`config.mk`:
```
export PLATFORM = sky130hd
export DESIGN_NAME = lba48_taskfile
export DESIGN_NICKNAME = d
export VERILOG_FILES = /design/src/rtl/tf_pkg.sv /design/src/rtl/tf_shadow_byte.sv /design/src/rtl/tf_cmd_ctrl.sv /design/src/rtl/tf_read_mux.sv /design/src/rtl/lba48_taskfile.sv
export SDC_FILE = /design/constraint.sdc
export NUM_CORES = 1
export LEC_CHECK = 0
export ABC_CLOCK_PERIOD_IN_PS = 1600
export CELL_PAD_IN_SITES_DETAIL_PLACEMENT = 1
export CELL_PAD_IN_SITES_GLOBAL_PLACEMENT = 1
export CORE_MARGIN = 1.5
export CORE_UTILIZATION = 30
export DETAILED_ROUTE_END_ITERATION = 12
export PLACE_DENSITY_LB_ADDON = 0.1
export SLEW_MARGIN = 10
export SYNTH_ARGS = -nofsm -noshare
export SYNTH_HDL_FRONTEND = slang
export SYNTH_SLANG_ARGS = --single-unit
```
`constraint.sdc`:
```
create_clock -name clk -period 1.6 [get_ports clk]
set_input_delay 0.32 -clock clk [delete_from_list [all_inputs] [get_ports clk]]
set_output_delay 0.32 -clock clk [all_outputs]
set_load 0.005 [all_outputs]
```
`src/rtl/tf_pkg.sv`:
```
package tf_pkg;
  localparam int BYTE_W = 8;

  localparam logic [2:0] OFS_DATA   = 3'd0;
  localparam logic [2:0] OFS_FEAT   = 3'd1;
  localparam logic [2:0] OFS_COUNT  = 3'd2;
  localparam logic [2:0] OFS_DEVSEL = 3'd6;
  localparam logic [2:0] OFS_CMD    = 3'd7;

  localparam logic [7:0] CODE_RD_EXT = 8'h25;
  localparam logic [7:0] CODE_WR_EXT = 8'h35;

  localparam int ST_BUSY_BIT  = 7;
  localparam int ST_ERR_BIT   = 0;
  localparam int ER_ABORT_BIT = 2;

  function automatic logic code_supported(input logic [7:0] code);
    return (code == CODE_RD_EXT) || (code == CODE_WR_EXT);
  endfunction
endpackage

```
`src/rtl/tf_shadow_byte.sv`:
```
module tf_shadow_byte #(
  parameter int W = 8
) (
  input  logic         clk,
  input  logic         rst,
  input  logic         wr_hit,
  input  logic [W-1:0] wr_data,
  output logic [W-1:0] cur_q,
  output logic [W-1:0] prev_q
);
  always_ff @(posedge clk) begin
    if (rst) begin
      cur_q  <= '0;
      prev_q <= '0;
    end else if (wr_hit) begin
      prev_q <= cur_q;
      cur_q  <= wr_data;
    end
  end

  // a write pushes the held byte into the history slot
  p_shift_history_r2: assert property (@(posedge clk) disable iff (rst)
    wr_hit |=> (prev_q == $past(cur_q)) && (cur_q == $past(wr_data)));
endmodule

```
`src/rtl/tf_cmd_ctrl.sv`:
```
module tf_cmd_ctrl
  import tf_pkg::*;
#(
  parameter int NUM_DEV = 2,
  parameter int CNT_W   = 16,
  parameter int LBA_W   = 48,
  localparam int DEV_IW = (NUM_DEV > 1) ? $clog2(NUM_DEV) : 1
) (
  input  logic              clk,
  input  logic              rst,
  input  logic              cmd_wr,
  input  logic [BYTE_W-1:0] code_in,
  input  logic [DEV_IW-1:0] dev_sel,
  input  logic [NUM_DEV-1:0] dev_present,
  input  logic              core_done,
  input  logic [CNT_W-1:0]  count_in,
  input  logic [LBA_W-1:0]  lba_in,
  input  logic [BYTE_W-1:0] feat_in,
  output logic              cmd_valid,
  output logic [BYTE_W-1:0] cmd_code,
  output logic [CNT_W-1:0]  cmd_count,
  output logic [LBA_W-1:0]  cmd_lba,
  output logic [DEV_IW-1:0] cmd_dev,
  output logic [BYTE_W-1:0] cmd_feature,
  output logic              busy_q,
  output logic              abort_q
);
  logic dev_ok, accept, launch;

  always_comb begin
    dev_ok = dev_present[dev_sel];
    accept = cmd_wr && !busy_q && dev_ok;
    launch = accept && code_supported(code_in);
  end

  always_ff @(posedge clk) begin
    if (rst) begin
      cmd_valid   <= 1'b0;
      cmd_code    <= '0;
      cmd_count   <= '0;
      cmd_lba     <= '0;
      cmd_dev     <= '0;
      cmd_feature <= '0;
      busy_q      <= 1'b0;
      abort_q     <= 1'b0;
    end else begin
      cmd_valid <= launch;
      if (busy_q && core_done) busy_q <= 1'b0;
      if (launch) begin
        cmd_code    <= code_in;
        cmd_count   <= count_in;
        cmd_lba     <= lba_in;
        cmd_dev     <= dev_sel;
        cmd_feature <= feat_in;
        busy_q      <= 1'b1;
        abort_q     <= 1'b0;
      end else if (accept) begin
        abort_q <= 1'b1;
      end
    end
  end

  // issue strobe lasts one cycle
  p_issue_single_r4: assert property (@(posedge clk) disable iff (rst)
    cmd_valid |=> !cmd_valid);
  // only supported codes leave the block
  p_issue_code_r4: assert property (@(posedge clk) disable iff (rst)
    cmd_valid |-> code_supported(cmd_code));
  // an issued command is accompanied by busy
  p_issue_busy_r5: assert property (@(posedge clk) disable iff (rst)
    cmd_valid |-> busy_q);
  // completion releases busy
  p_done_clears_r5: assert property (@(posedge clk) disable iff (rst)
    (busy_q && core_done) |=> !busy_q);
  // no issue can come from a busy state
  p_busy_blocks_r6: assert property (@(posedge clk) disable iff (rst)
    cmd_valid |-> !$past(busy_q));
  // abort and issue are exclusive
  p_abort_excl_r7: assert property (@(posedge clk) disable iff (rst)
    cmd_valid |-> !abort_q);
endmodule

```
`src/rtl/tf_read_mux.sv`:
```
module tf_read_mux
  import tf_pkg::*;
#(
  parameter int NUM_SHADOW = 4
) (
  input  logic                              clk,
  input  logic                              rst,
  input  logic                              rd_en,
  input  logic [2:0]                        addr,
  input  logic [NUM_SHADOW-1:0][BYTE_W-1:0] cur_bytes,
  input  logic [BYTE_W-1:0]                 devsel_q,
  input  logic                              busy,
  input  logic                              abort,
  input  logic [BYTE_W-1:0]                 core_status,
  input  logic [BYTE_W-1:0]                 core_error,
  output logic [BYTE_W-1:0]                 rd_data
);
  logic [BYTE_W-1:0] status_b, error_b, sel_b;

  always_comb begin
    status_b = core_status;
    status_b[ST_BUSY_BIT] = busy;
    status_b[ST_ERR_BIT]  = core_status[ST_ERR_BIT] | abort;
    error_b = core_error;
    error_b[ER_ABORT_BIT] = core_error[ER_ABORT_BIT] | abort;
    sel_b = '0;
    if (addr == OFS_FEAT) sel_b = error_b;
    else if (addr == OFS_DEVSEL) sel_b = devsel_q;
    else if (addr == OFS_CMD) sel_b = status_b;
    else if (addr >= OFS_COUNT && addr < OFS_COUNT + 3'(NUM_SHADOW))
      sel_b = cur_bytes[addr - OFS_COUNT];
  end

  always_ff @(posedge clk) begin
    if (rst) rd_data <= '0;
    else if (rd_en) rd_data <= sel_b;
  end

  // read byte holds without a strobe
  p_read_hold_r10: assert property (@(posedge clk) disable iff (rst)
    !rd_en |=> $stable(rd_data));
endmodule

```
`src/rtl/lba48_taskfile.sv`:
```
module lba48_taskfile
  import tf_pkg::*;
#(
  parameter int NUM_DEV     = 2,
  parameter int DEV_SEL_BIT = 4
) (
  input  logic         clk,
  input  logic         rst,
  input  logic [2:0]   addr,
  input  logic         rd_en,
  input  logic         wr_en,
  input  logic [7:0]   wr_data,
  output logic [7:0]   rd_data,
  input  logic [1:0]   dev_present,
  input  logic [7:0]   core_status,
  input  logic [7:0]   core_error,
  input  logic         core_done,
  output logic         cmd_valid,
  output logic [7:0]   cmd_code,
  output logic [15:0]  cmd_count,
  output logic [47:0]  cmd_lba,
  output logic         cmd_dev,
  output logic [7:0]   cmd_feature
);
  localparam int NUM_SHADOW = 4;
  localparam int LBA_BYTES  = NUM_SHADOW - 1;
  localparam int CNT_W      = 2 * BYTE_W;
  localparam int LBA_W      = 2 * LBA_BYTES * BYTE_W;

  logic [NUM_SHADOW-1:0][BYTE_W-1:0] cur_b, prev_b;
  logic [BYTE_W-1:0] feat_q, devsel_q;
  logic [CNT_W-1:0]  count_w;
  logic [LBA_W-1:0]  lba_w;
  logic busy, abort;

  genvar gi;
  generate
    for (gi = 0; gi < NUM_SHADOW; gi++) begin : g_shadow
      tf_shadow_byte #(.W(BYTE_W)) u_sh (
        .clk     (clk),
        .rst     (rst),
        .wr_hit  (wr_en && (addr == OFS_COUNT + 3'(gi))),
        .wr_data (wr_data),
        .cur_q   (cur_b[gi]),
        .prev_q  (prev_b[gi])
      );
    end
    for (gi = 0; gi < LBA_BYTES; gi++) begin : g_lba
      assign lba_w[gi*BYTE_W +: BYTE_W]               = cur_b[gi+1];
      assign lba_w[(gi+LBA_BYTES)*BYTE_W +: BYTE_W]   = prev_b[gi+1];
    end
  endgenerate

  assign count_w = {prev_b[0], cur_b[0]};

  always_ff @(posedge clk) begin
    if (rst) begin
      feat_q   <= '0;
      devsel_q <= '0;
    end else if (wr_en) begin
      if (addr == OFS_FEAT)   feat_q   <= wr_data;
      if (addr == OFS_DEVSEL) devsel_q <= wr_data;
    end
  end

  tf_cmd_ctrl #(
    .NUM_DEV (NUM_DEV),
    .CNT_W   (CNT_W),
    .LBA_W   (LBA_W)
  ) u_ctrl (
    .clk         (clk),
    .rst         (rst),
    .cmd_wr      (wr_en && (addr == OFS_CMD)),
    .code_in     (wr_data),
    .dev_sel     (devsel_q[DEV_SEL_BIT]),
    .dev_present (dev_present),
    .core_done   (core_done),
    .count_in    (count_w),
    .lba_in      (lba_w),
    .feat_in     (feat_q),
    .cmd_valid   (cmd_valid),
    .cmd_code    (cmd_code),
    .cmd_count   (cmd_count),
    .cmd_lba     (cmd_lba),
    .cmd_dev     (cmd_dev),
    .cmd_feature (cmd_feature),
    .busy_q      (busy),
    .abort_q     (abort)
  );

  tf_read_mux #(.NUM_SHADOW(NUM_SHADOW)) u_rd (
    .clk         (clk),
    .rst         (rst),
    .rd_en       (rd_en),
    .addr        (addr),
    .cur_bytes   (cur_b),
    .devsel_q    (devsel_q),
    .busy        (busy),
    .abort       (abort),
    .core_status (core_status),
    .core_error  (core_error),
    .rd_data     (rd_data)
  );
endmodule

```
-- After elaboration in Yosys (flattened, before gate mapping)
Index checks and enable logic that the tools add are counted.
- order comparisons: 4
- reduce and logical (&&, ||, !) cells: 16
- bitwise operators: 2
- $add $sub $neg: 1
- mux-type cells: 10
- equal/unequal tests: 9
- operator list (operator ; count):
    $mux 8 ; 5
    $bmux 8 s2 ; 1
    $eq 8x6->1 const B ; 2
    $eq 3x3->1 const B ; 4
    $logic_and 1x1->1 ; 10
    $eq 3x2->1 const B ; 2
    $lt 3x3->1 const B ; 2
    $mux 1 ; 4
    $reduce_and 2->1 ; 2
    $eq 3x1->1 const B ; 1
    $ge 3x2->1 const B ; 1
    $sub 3x2->3 const B ; 1
    $lt 1x2->1 const B ; 1
    $or 1x1->1 ; 2
    $reduce_bool 2->1 ; 1
    $reduce_or 2->1 ; 1
    $logic_not 1->1 ; 1
    $logic_or 1x1->1 ; 1
- bits of input ports: 34
- register bits: 172
- logic and storage cells: 61
- output and inout port bits: 90

-- Longest topological paths before layout
- depth after elaboration: 7
- depth in mapped cells: 8
- gate-level depth less buffers: 5

-- Cells and area by module
A second synthesis with hierarchy kept.
- cells, all modules: 726
- area total of the unflattened synthesis: 7541.0 µm²
- modules (own cells, without submodules) (module ; times used ; sequential area each (µm²) ; cells an instance ; area each (µm²)):
    tf_cmd_ctrl ; 1 ; 1681.6 ; 350 ; 3646.0
    tf_shadow_byte ; 4 ; 320.3 ; 52 ; 580.6
    tf_read_mux ; 1 ; 160.2 ; 99 ; 850.8
    lba48_taskfile ; 1 ; 320.3 ; 69 ; 721.9

-- Worst setup path after synthesis
No wires, ideal clock.
- path type: input port to flip-flop
- start: input addr[2]
- end: register u_ctrl.cmd_feature[2]
- setup slack: -0.113 ns
- stages on the path: 7
- data required time: 1.483 ns
- arrival time: 1.597 ns
- buffers on the path: 3
- setup time: 0.117 ns
- cells stage by stage: buf_2 -> nand3_1 -> nor4b_4 -> a21oi_2 -> buf_6 -> buf_6 -> a22o_1
- cells in the longest elaborated chain, start to end: 5
- RTL lines (what ; line ; RTL):
    start, declared ; lba48_taskfile.sv:9 ; input logic [2:0] addr,
    $eq 3x3->1 ; lba48_taskfile.sv:73 ; .cmd_wr (wr_en && (addr == OFS_CMD)),
    $logic_and 1x1->1 ; lba48_taskfile.sv:73 ;
    $logic_and 1x1->1 (2 in a row) ; tf_cmd_ctrl.sv:32 ; accept = cmd_wr && !busy_q && dev_ok;
    $logic_and 1x1->1 ; tf_cmd_ctrl.sv:33 ; launch = accept && code_supported(code_in);
    end signal, assigned ; tf_cmd_ctrl.sv:54 ; cmd_feature <= feat_in;
    end, declared ; tf_cmd_ctrl.sv:24 ; output logic [BYTE_W-1:0] cmd_feature,
Every way passes these cells.
A chain may end at the register's enable or synchronous reset.

-- Worst setup path in the final report
- start: register devsel_q[4]
- end: register u_ctrl.cmd_feature[7]
- cells in the longest elaborated chain, start to end: 4
- RTL lines (what ; line ; RTL):
    start, declared ; lba48_taskfile.sv:31 ; logic [BYTE_W-1:0] feat_q, devsel_q;
    start signal, assigned ; lba48_taskfile.sv:62 ; if (addr == OFS_DEVSEL) devsel_q <= wr_data;
    $mux 1 (not written as such) (2 in a row) ; tf_cmd_ctrl.sv:31 ; dev_ok = dev_present[dev_sel];
    $logic_and 1x1->1 ; tf_cmd_ctrl.sv:32 ;
    $logic_and 1x1->1 ; tf_cmd_ctrl.sv:33 ;
Every way passes these cells. The select of a mux whose other input is x is not followed.

==> impl_metrics.csv <==
group,metric,value,unit
outcome,status,"complete, but fails checks",
outcome,violations,"negative setup slack",
power,total_power,9220,uW
detailed_routing,wl_met2,9900,um
synth,synth_area,0.00613,mm2
global_routing,grt_pass1_wl,32200,um
job,cap_violations,0,
worst_setup_path,r2r_slack,-60,ps
place,post-place-cells,1023,
floorplan,dieWidth,146,um
timing,setup_slack,-59.8,ps
clock_tree,worstSkewPairLatency,430,ps
floorplan,core_area,0.0202,mm2
detailed_routing,drt_iter0_markers,298,
synth,avgSynthCellArea,9.74,um2
global_routing,grt_max_degree,74,
worst_setup_path,start_kind,"flop",
layout,fin_area,0.00862,mm2
floorplan,initial_core_util,0.304,
place,gp_congestion,0.819,
clock_tree,cts_tree,"yes",
global_routing,first_global_vias,5518,
floorplan,die-height,146,um
timing,worst_pin_slew,358,ps
clock_tree,cts-root-buf,"clkbuf_16",
layout,layout_commonest_cell,"nand2_1",
worst_setup_path,cp_data_required_time,1910,ps
timing,finalClockSkew,8.31,ps
detailed_routing,drc,0,
clock_tree,cts_sinks,172,
worst_setup_path,r2r-start,"devsel_q[4]$_SDFFE_PP0P_",
layout,final_cell_mix,"157 x nand2_1, 145 x dfxtp_1, 81 x dlygate4sd2_1",
worst_hold_path,min_to,"devsel_q[1]$_SDFFE_PP0P_",
layout,finish.utilization,0.427,
timing,finalSetupViolCount,74,
detailed_routing,wl_met1,9660,um
synth,yosys_warnings,0,
timing,post-route-period-util,1.04,
synth,synth-seq-cells,172,
detailed_routing,wl_per_cell,19.4,um
clock_tree,clock_path_buffers,2,
worst_setup_path,arrival,1970,ps
detailed_routing,dr.pass1.iters,4,
detailed_routing,vias,5261,
worst_setup_path,reg2reg_depth,6,
power,irDropWorstVdd,818,uV
place,postPlaceCellArea,0.00794,mm2
power,p_leak,0.00377,uW
place,dp_hpwl,13900,um
detailed_routing,via_per_inst,4.96,
floorplan,row_count,52,
worst_setup_path,end_kind,"flop",
timing,finalHoldViolCount,0,
clock_tree,h-tree-depth,4,
global_routing,grt_usage,0.198,
worst_setup_path,critical_path_class,"reg -> reg",
layout,antenna_cells,0,
synth,ys_seq_area_frac,0.561,
layout,nNetsFinal,813,
timing,slew_headroom,0.761,
clock_tree,cts_buffers,17,
synth,syn_nets,666,
floorplan,die-area,0.0213,mm2
worst_setup_path,critical_path.top_delay_family,"buffers and inverters",
worst_setup_path,critPathSlowestCell,"nor4b_4",
floorplan,ios,124,
timing,rsz0062_at_grt,"yes",
layout,fill_cells,2286,
worst_hold_path,hold_path_depth,3,
global_routing,antenna_found_initial,0,
worst_hold_path,hp-start,"rst",
worst_setup_path,worstPathMaxFanout,44,
timing,max_freq,602,MHz
worst_setup_path,worst-path-buf-inv,2,
clock_tree,path_clk_slew,70,ps
power,p_per_area,1070,mW/mm2
layout,layout.cells.non_filler,1060,
detailed_routing,wl_met3,831,um
worst_setup_path,r2r-end,"u_ctrl.cmd_feature[7]$_SDFFE_PP0P_",
layout,drive_gt1_frac,0.166,
global_routing,overflow,0,
synth,synth_cells,630,
worst_setup_path,max_stage_delay,350,ps
place,port_buffers,122,
detailed_routing,drtAntennaViolNets,0,
worst_hold_path,hold_path.class,"in -> reg",
worst_setup_path,crit_chain,"mux2i_1 -> nor4b_4 -> buf_4 -> a21oi_4 -> buf_12 -> a22o_1",
timing,drv_slew,0,
timing,post-route-min-period,1660,ps
detailed_routing,dr.max_layer_used,"met4",
synth,yosysUniqueCellTypes,42,
layout,syn2layout_area_growth,40.6,%
detailed_routing,wl,20500,um
-- cells by family after synthesis --
group / Yosys count / synth area share
AOI/OAI and AO/OA: 185 / 0.208
adders and majority gates: 2 / 0.00408
buffers and inverters: 54 / 0.0445
DFF: 172 / 0.561
muxes: 16 / 0.0404
and+or+nand+nor: 201 / 0.142
-- state kept, by name (all words and copies together), names as in the netlist --
| signal | flops |
|---|---|
| g_shadow.u_sh.cur_q | 32 |
| u_ctrl.cmd_lba | 48 |
| g_shadow.u_sh.prev_q | 32 |
| u_ctrl.cmd_dev | 1 |
| u_ctrl.abort_q | 1 |
| feat_q | 8 |
| devsel_q | 8 |
| u_ctrl.cmd_code | 8 |
| u_rd.rd_data | 8 |
| u_ctrl.cmd_feature | 8 |
| u_ctrl.cmd_count | 16 |
| u_ctrl.cmd_valid | 1 |
| u_ctrl.busy_q | 1 |
-- where the power goes --
| group | internal, uW | total [uW] | switching [uW] |
|---|---|---|---|
| registers | 4320 | 4360 | 41.0 |
| logic | 226 | 524 | 298 |
| clock network | 2560 | 4340 | 1780 |
-- cell type report --
| cell class | instances | area [um2] | area share |
|---|---|---|---|
| timing repair buffer | 178 | 1720 | 0.200 |
| sequential | 172 | 3480 | 0.403 |
| tap | 270 | 338 | 0.0392 |
| multi-input combinational | 404 | 2450 | 0.285 |
| clock inverter | 12 | 159 | 0.0184 |
| clock buffer | 20 | 457 | 0.0530 |
| inverter | 4 | 15.0 | 0.00174 |
-- what timing repair did --
| item | CTS | global route |
|---|---|---|
| hold buffers | 0 | 0 |
| pin swaps | 2 | 3 |
| cloned | 2 | 0 |
| setup endpoints to repair | 215 | 98 |
| setup buffers | 4 | 0 |
| resized for setup | 113 | 17 |
| endpoints found under the hold margin | 0 | 0 |
-- metrics by stage --
| stage | worst slack [ps] | setup TNS (ps) | hold slack [ps] |
|---|---|---|---|
| after floorplan | -17.1 | -85.3 | 436 |
| after global placement | -717 | -98530 | 444 |
| after detailed placement | -763 | -102460 | 448 |
| after CTS | -97.7 | -5410 | 403 |
| after global routing | -121 | -6750 | 419 |
| final | -59.8 | -1590 | 420 |
-- synthesized netlist by cell type (all sizes together) --
master    n  share of area
o31ai     1         0.0012
o21ai     6         0.0049
nor3      2         0.0024
inv       4         0.0024
a311oi    1         0.0014
nor2b     2         0.0020
o41ai     1         0.0014
dfxtp   172           0.56
nand3b    1         0.0012
a221oi    6         0.0086
mux4      7          0.026
a21oi    80          0.066
o21a      1         0.0012
ha        2         0.0041
nand2   157          0.096
nor4b     2         0.0053
mux2i     9          0.015
nor3b     3         0.0045
and2      5         0.0051
nand3     5         0.0041
a22o     75           0.11
a211oi    1         0.0012
and3b     1         0.0014
o221ai    1         0.0014
or3       1         0.0010
nand4b    1         0.0014
and4b     1         0.0016
clkbuf   33          0.020
or4       1         0.0012
nand2b    2         0.0020
a31oi     5         0.0051
and3      3         0.0031
nor4      1         0.0010
nor2     13         0.0080
buf      17          0.022
o211ai    7         0.0086
-- tightest hold or removal path, stage by stage --
cell and delay, ps:
buf_2 160, buf_4 220, nor2_1 110
-- worst max path at each step --
stage	start	to	slack, ps	cells past startpoint
2_1_floorplan	addr[2]	u_ctrl.cmd_feature[2]$_SDFFE_PP0P_	-20	7
3_3_place_gp	addr[1]	u_ctrl.cmd_lba[37]$_SDFFE_PP0P_	-720	7
3_5_place_dp	addr[1]	u_ctrl.cmd_feature[7]$_SDFFE_PP0P_	-760	7
4_1_cts	devsel_q[4]$_SDFFE_PP0P_	u_ctrl.cmd_feature[7]$_SDFFE_PP0P_	-100	6
5_1_grt	devsel_q[4]$_SDFFE_PP0P_	u_ctrl.cmd_lba[43]$_SDFFE_PP0P_	-120	6
6_report	devsel_q[4]$_SDFFE_PP0P_	u_ctrl.cmd_feature[7]$_SDFFE_PP0P_	-60	6
-- per-layer routing --
metal  vias up  global-route usage
li1       2524                   -
met1      2610               0.262
met2       114               0.331
met3        13              0.0357
met4         0              0.0581
met5         -                   0
(Power assumes the default switching activity.)
